[config.mk]
export PLATFORM = sky130hd
export DESIGN_NAME = blit_addr_walker
export DESIGN_NICKNAME = d
export VERILOG_FILES = /design/src/rtl/blitw_pkg.sv /design/src/rtl/blitw_regs.sv /design/src/rtl/blitw_walker.sv /design/src/rtl/blit_addr_walker.sv
export SDC_FILE = /design/constraint.sdc
export NUM_CORES = 1
export LEC_CHECK = 0
export ABC_CLOCK_PERIOD_IN_PS = 8330
export BUFFER_PORTS_ARGS = -buffer_cell sky130_fd_sc_hd__buf_2
export CAP_MARGIN = 40
export CORE_UTILIZATION = 63
export DETAILED_ROUTE_END_ITERATION = 8
export PLACE_DENSITY = 0.83
export SYNTH_ARGS = -nofsm -noshare
export SYNTH_HDL_FRONTEND = slang
export SYNTH_SLANG_ARGS = --single-unit
[constraint.sdc]
create_clock -name clk -period 8.33 [get_ports clk]
set_input_delay 0.833 -clock clk [delete_from_list [all_inputs] [get_ports clk]]
set_output_delay 0.833 -clock clk [all_outputs]
set_load 0.01 [all_outputs]
[src/rtl/blitw_pkg.sv]
package blitw_pkg;
  localparam int DIM_W   = 12;
  localparam int CRD_W   = 11;
  localparam int PITCH_W = 16;
  localparam int BPP_W   = 3;
  localparam int ADDR_W  = 32;
  localparam int WORD_W  = 32;
  localparam int BE_W    = WORD_W / 8;

  // field positions that the register decode relies on
  localparam int W_LSB = 0;
  localparam int H_LSB = 16;
  localparam int X_LSB = 0;
  localparam int Y_LSB = 16;

  typedef enum logic [1:0] {
    SEL_SIZE    = 2'd0,
    SEL_COORD   = 2'd1,
    SEL_COORD_B = 2'd2,
    SEL_NONE    = 2'd3
  } reg_sel_e;

  function automatic logic [WORD_W-1:0] merge_bytes(
    input logic [WORD_W-1:0] old_w,
    input logic [WORD_W-1:0] new_w,
    input logic [BE_W-1:0]   be
  );
    logic [WORD_W-1:0] r;
    for (int i = 0; i < BE_W; i++)
      r[i*8 +: 8] = be[i] ? new_w[i*8 +: 8] : old_w[i*8 +: 8];
    return r;
  endfunction

  function automatic logic [ADDR_W-1:0] xy_to_lin(
    input logic [CRD_W-1:0]   x,
    input logic [CRD_W-1:0]   y,
    input logic [PITCH_W-1:0] pit,
    input logic [BPP_W-1:0]   bytes
  );
    return ADDR_W'(y) * ADDR_W'(pit) + ADDR_W'(x) * ADDR_W'(bytes);
  endfunction

  function automatic logic [ADDR_W-1:0] row_step(
    input logic [PITCH_W-1:0] pit,
    input logic [BPP_W-1:0]   bytes,
    input logic [DIM_W-1:0]   width
  );
    return ADDR_W'(pit) - ADDR_W'(width) * ADDR_W'(bytes);
  endfunction
endpackage

[src/rtl/blitw_regs.sv]
module blitw_regs
  import blitw_pkg::*;
(
  input  logic               clk,
  input  logic               rst_n,
  input  logic               wr_en,
  input  logic [1:0]         sel,
  input  logic [WORD_W-1:0]  wdata,
  input  logic [BE_W-1:0]    be,
  input  logic               busy,
  input  logic [PITCH_W-1:0] pitch,
  input  logic [BPP_W-1:0]   bpp,
  output logic [DIM_W-1:0]   start_w,
  output logic [DIM_W-1:0]   start_h,
  output logic [ADDR_W-1:0]  dst_lin,
  output logic               start_evt,
  output logic               convert_evt,
  output logic               err_size,
  output logic               wr_ignored
);
  logic [DIM_W-1:0] w_q, h_q;
  logic [CRD_W-1:0] x_q, y_q;
  logic [WORD_W-1:0] size_old, coord_old, size_nx, coord_nx;
  logic wr_ok, hit_size, hit_coord, kick, dims_ok;
  logic [DIM_W-1:0] w_nx, h_nx;
  logic [CRD_W-1:0] x_nx, y_nx;
  logic unused_bits;

  assign wr_ok     = wr_en && !busy;
  assign hit_size  = wr_ok && (reg_sel_e'(sel) == SEL_SIZE);
  assign hit_coord = wr_ok && ((reg_sel_e'(sel) == SEL_COORD) ||
                               (reg_sel_e'(sel) == SEL_COORD_B));

  always_comb begin
    size_old = '0;
    size_old[W_LSB +: DIM_W] = w_q;
    size_old[H_LSB +: DIM_W] = h_q;
    coord_old = '0;
    coord_old[X_LSB +: CRD_W] = x_q;
    coord_old[Y_LSB +: CRD_W] = y_q;
  end

  assign size_nx  = merge_bytes(size_old, wdata, be);
  assign coord_nx = merge_bytes(coord_old, wdata, be);
  assign w_nx = size_nx[W_LSB +: DIM_W];
  assign h_nx = size_nx[H_LSB +: DIM_W];
  assign x_nx = coord_nx[X_LSB +: CRD_W];
  assign y_nx = coord_nx[Y_LSB +: CRD_W];
  assign unused_bits = ^{size_nx[15:12], size_nx[31:28],
                         coord_nx[15:11], coord_nx[31:27]};

  assign kick        = hit_size && be[BE_W-1];
  assign dims_ok     = (w_nx != '0) && (h_nx != '0);
  assign start_evt   = kick && dims_ok;
  assign convert_evt = hit_coord && be[BE_W-1];
  assign start_w     = w_nx;
  assign start_h     = h_nx;

  always_ff @(posedge clk or negedge rst_n) begin
    if (!rst_n) begin
      w_q        <= '0;
      h_q        <= '0;
      x_q        <= '0;
      y_q        <= '0;
      dst_lin    <= '0;
      err_size   <= 1'b0;
      wr_ignored <= 1'b0;
    end else begin
      if (hit_size) begin
        w_q <= w_nx;
        h_q <= h_nx;
      end
      if (hit_coord) begin
        x_q <= x_nx;
        y_q <= y_nx;
      end
      if (convert_evt)
        dst_lin <= xy_to_lin(x_nx, y_nx, pitch, bpp);
      err_size <= kick && !dims_ok;
      if (wr_en && busy)
        wr_ignored <= 1'b1;
    end
  end
endmodule

[src/rtl/blitw_walker.sv]
module blitw_walker
  import blitw_pkg::*;
(
  input  logic               clk,
  input  logic               rst_n,
  input  logic               start,
  input  logic [DIM_W-1:0]   start_w,
  input  logic [DIM_W-1:0]   start_h,
  input  logic [ADDR_W-1:0]  base,
  input  logic [PITCH_W-1:0] pitch,
  input  logic [BPP_W-1:0]   bpp,
  input  logic               out_ready,
  output logic               out_valid,
  output logic [ADDR_W-1:0]  out_addr,
  output logic               busy,
  output logic               done,
  output logic               accept_evt,
  output logic               last_evt
);
  logic              active;
  logic [DIM_W-1:0]  col, row, wq, hq;
  logic [ADDR_W-1:0] addr_q, step_q, pix_q;
  logic              row_end, last_pix;

  assign accept_evt = active && out_ready;
  assign row_end    = (col == wq - DIM_W'(1));
  assign last_pix   = row_end && (row == hq - DIM_W'(1));
  assign last_evt   = accept_evt && last_pix;

  always_ff @(posedge clk or negedge rst_n) begin
    if (!rst_n) begin
      active <= 1'b0;
      col    <= '0;
      row    <= '0;
      wq     <= '0;
      hq     <= '0;
      addr_q <= '0;
      step_q <= '0;
      pix_q  <= '0;
      done   <= 1'b0;
    end else begin
      done <= last_evt;
      if (start) begin
        active <= 1'b1;
        col    <= '0;
        row    <= '0;
        wq     <= start_w;
        hq     <= start_h;
        addr_q <= base;
        step_q <= row_step(pitch, bpp, start_w);
        pix_q  <= ADDR_W'(bpp);
      end else if (accept_evt) begin
        if (last_pix) begin
          active <= 1'b0;
        end else if (row_end) begin
          col    <= '0;
          row    <= row + DIM_W'(1);
          addr_q <= addr_q + pix_q + step_q;
        end else begin
          col    <= col + DIM_W'(1);
          addr_q <= addr_q + pix_q;
        end
      end
    end
  end

  assign out_valid = active;
  assign out_addr  = addr_q;
  assign busy      = active;
endmodule

[src/rtl/blit_addr_walker.sv]
module blit_addr_walker
  import blitw_pkg::*;
(
  input  logic                clk,
  input  logic                rst_n,
  input  logic                reg_wr_en,
  input  logic [1:0]          reg_sel,
  input  logic [WORD_W-1:0]   reg_wdata,
  input  logic [BE_W-1:0]     reg_be,
  input  logic [PITCH_W-1:0]  pitch,
  input  logic [BPP_W-1:0]    bpp,
  output logic [ADDR_W-1:0]   dst_linear,
  output logic                out_valid,
  input  logic                out_ready,
  output logic [ADDR_W-1:0]   out_addr,
  output logic                busy,
  output logic                done,
  output logic                err_size,
  output logic                wr_ignored
);
  logic [DIM_W-1:0] start_w, start_h;
  logic start_evt, convert_evt, accept_evt, last_evt;

  blitw_regs u_regs (
    .clk(clk), .rst_n(rst_n), .wr_en(reg_wr_en), .sel(reg_sel),
    .wdata(reg_wdata), .be(reg_be), .busy(busy), .pitch(pitch), .bpp(bpp),
    .start_w(start_w), .start_h(start_h), .dst_lin(dst_linear),
    .start_evt(start_evt), .convert_evt(convert_evt),
    .err_size(err_size), .wr_ignored(wr_ignored)
  );

  blitw_walker u_walk (
    .clk(clk), .rst_n(rst_n), .start(start_evt),
    .start_w(start_w), .start_h(start_h), .base(dst_linear),
    .pitch(pitch), .bpp(bpp), .out_ready(out_ready),
    .out_valid(out_valid), .out_addr(out_addr), .busy(busy), .done(done),
    .accept_evt(accept_evt), .last_evt(last_evt)
  );
endmodule

==> impl_metrics.toml <==
[global_route]
grt_pass1_wl_mm = 77.4
grt_max_degree = 64
grt_pass1_vias = 15600
grtUsageTotal_pct = 31.6
antenna_found_initial = 4
grt_overflow = 0

[die]
die_y_um = 176
die_x_um = 176
ioPinCount = 130
initial_core_util_pct = 64.2
fp-row-count = 63
die_area_um2 = 31100
core_area_um2 = 29800

[worst_setup_path]
r2r_cells = 23
cp-end-kind = "register"
r2r-end = "u_regs.dst_lin[25]$_DFFE_PN0P_"
worstSetupPathType = "primary input to register"
crit_top_cell = "fa_1"
critPathMaxStageDelay_ns = 0.59
critical_path_peak_fanout = 20
cp_num_buf_inv = 4
r2r_start = "u_regs.y_q[2]$_DFFE_PN0P_"
r2r_slack_ns = 1.62
required_ns = 8.68
cp_cell_sequence = "buf_2 > buf_4 > mux2_2 > and2_1 > fa_1 > ha_1 > fa_1 > fa_1 > fa_1 > inv_1 > fa_1 > inv_1 > ha_1 > a21oi_1 > nand2b_1 > a211oi_1 > o31a_1 > o211ai_1 > nand3_1 > a21boi_0 > o21a_1 > o21a_1 > o31ai_1"
cp.arrival_ns = 7.44
cp-start-kind = "primary input"
cpLargestDelayFamily = "adder cells"
cp_slowest_cell = "fa_1"

[layout]
area_growth_pct = 7.55
drive_gt1_share_pct = 10.8
nFillCells = 2280
final_cells = 2618
final_net_count = 2604

[synth]
synth.area.top_cells = "dfrtp_1, fa_1, ha_1, nand2_1, inv_1"
synth_enable_flop_cells = 0
yosysWarnings = 0
ys_seq_area_share_pct = 23.3
yosys_most_used_dff = "dfrtp_1"
synth_async_sr_flop_share_pct = 100
synth.distinct_cells = 69
synthesis.area_um2 = 19100
synth_xor_area_share_pct = 6.00
syn_inst = 2156
synth_top_area_share_pct = 23.3
synth_compound_area_share_pct = 12.1
synth_fa_ha_area_share_pct = 28.7
syn_area_per_cell_um2 = 8.87
yosysTopAreaCell = "dfrtp_1"
synth_top_family_by_area = "adder cells"
synthMuxAreaShare_pct = 5.93
yosys.area_share.simple_pct = 17.4
synth_seq_cells = 178

[sta]
max-slew-margin-rel_pct = 41.6
setup_viol = 0
grt_setup_unrepaired = "no"
fin_crit_sh_pct = 85.2
hold_viol_final = 0
timing.final.ws_setup_ns = 1.24
fmax_mhz = 141
max_slew.worst_pin.slew_ns = 0.852
period_minus_slack_ns = 7.09
fin_tns_setup_ns = 0
fin_worst_skew_ns = 0.0161
slew_violations = 0

[detailed_routing]
drtIter0Drc = 1396
drt_wl_total_mm = 47.8
wire_per_inst_um = 18.3
ant_nets = 0
drc = 0
vias = 15700
avgViaCountPerCell = 5.98
first_pass_iters = 7

[placement]
pre_cts_ws_ns = 0.902
place.gp.congestion = 0.932
placed_cells = 2584
io_buffers = 117
dp_hpwl_mm = 37.4

[clock_network]
cts_resized = 0
cts_buffers = 17
cts_tree = "built"
clockBufferDepth = 2
ctsHoldBuffers = 0
clk_pin_slew_ns = 0.07
clk_latency_ns = 0.45
htreeDepth = 4
postCtsSetupBuffers = 0
clockRootBuffer = "clkbuf_16"
cts_sinks = 178

[hold_path]
hold_path.class = "primary input to async pin"

[status]
status = "finished, final reports clean"

[job]
cap_violations = 0
Yosys cell counts (19+ instances only):
cell,n
mux2i_1,47
a21oi_1,104
xnor2_1,79
nand2_1,311
o21ai_0,142
xor2_1,52
and3_1,21
nand2b_1,19
dfrtp_1,178
inv_1,231
nor2b_1,40
ha_1,149
nor2_1,106
mux2_2,59
clkbuf_1,80
and2_1,69
nor3_1,26
a21o_1,22
fa_1,181
nand3_1,27
layer usage:
metal  share of wire [%]  wire [um]  global-route usage [%]
met5                0.14         67                    1.76
met4                 3.5       1660                    13.0
met3                 6.0       2860                    4.03
met2                  48      23200                    53.1
met1                  42      20000                    41.3
worst reg2reg max path: stages (launching register included):
cell      delay [ns]
dfrtp_1         0.40
mux2_2          0.41
and2_1          0.23
fa_1            0.53
inv_1           0.05
fa_1            0.47
inv_1           0.05
fa_1            0.48
fa_1            0.53
fa_1            0.49
inv_1           0.05
fa_1            0.47
inv_1           0.04
ha_1            0.34
a21oi_1         0.23
nand2b_1        0.08
a211oi_1        0.41
o31a_1          0.24
o211ai_1        0.13
nand3_1         0.24
a21boi_0        0.16
o21a_1          0.21
o21a_1          0.18
o31ai_1         0.23
worst max path at each step:
stage                     startpoint                             end  slack (ns)  depth (start not counted)
final                      reg_be[2]  u_regs.dst_lin[25]$_DFFE_PN0P_        1.24                         23
after global routing       reg_be[2]  u_regs.dst_lin[25]$_DFFE_PN0P_        0.99                         23
after CTS                  reg_be[2]  u_regs.dst_lin[26]$_DFFE_PN0P_        1.37                         24
after detailed placement   reg_be[2]  u_regs.dst_lin[26]$_DFFE_PN0P_        0.90                         22
after global placement     reg_be[2]  u_regs.dst_lin[26]$_DFFE_PN0P_        1.05                         24
after floorplan            reg_be[2]  u_regs.dst_lin[26]$_DFFE_PN0P_        0.87                         26
metrics by stage:
step / instance area [um^2] / util (%) / hold WS, ns
2_1_floorplan: 19100 / - / 0.445
3_3_place_gp: 19900 / 66.9 / 0.434
3_5_place_dp: 20000 / 67.1 / 0.448
4_1_cts: 20600 / 69.0 / 0.359
5_1_grt: 20600 / 69.1 / 0.385
6_report: 20600 / 69.1 / 0.341
sequential cells by signal, summed over array words and instances (netlist names), 3 cells and up:
name,flops
u_regs.w_q,12
u_regs.dst_lin,28
u_regs.x_q,11
u_walk.hq,12
u_walk.pix_q,3
u_walk.row,12
u_walk.out_addr,32
u_walk.col,12
u_walk.step_q,17
u_regs.y_q,11
u_regs.h_q,12
u_walk.wq,12
cells by family (layout without fill, tap and decap cells):
| family | count (synthesis) | after routing |
|---|---|---|
| and+or+nand+nor | 698 | 698 |
| DFF | 178 | 178 |
| buffers and inverters | 326 | 393 |
| xor gates and xnor gates | 131 | 131 |
| muxes | 106 | 106 |
| other | 1 | 6 |
| AOI/OAI and AO/OA | 386 | 386 |
| adders and majority gates | 330 | 330 |
cell usage in the layout (no fill, tap or decap), types with 69 or more instances in the layout:
master	n
and2_1	69
ha_1	149
o21ai_0	142
buf_2	116
a21oi_1	104
inv_1	231
nor2_1	106
xnor2_1	79
dfrtp_1	178
fa_1	181
nand2_1	311
cell type report:
cell class / instances / area (um^2) / share of cell area [%]
clock buffer: 18 / 429 / 2.09
sequential: 178 / 4450 / 21.6
antenna: 2 / 5.00 / 0.0243
tap: 390 / 488 / 2.37
clock inverter: 14 / 145 / 0.705
timing repair buffer: 130 / 719 / 3.50
multi-input combinational: 1655 / 13500 / 65.5
inverter: 231 / 867 / 4.21
Power is left out: the tool's default activity adds up to more than one toggle a clock period on the data nets, which glitch-free logic cannot reach.
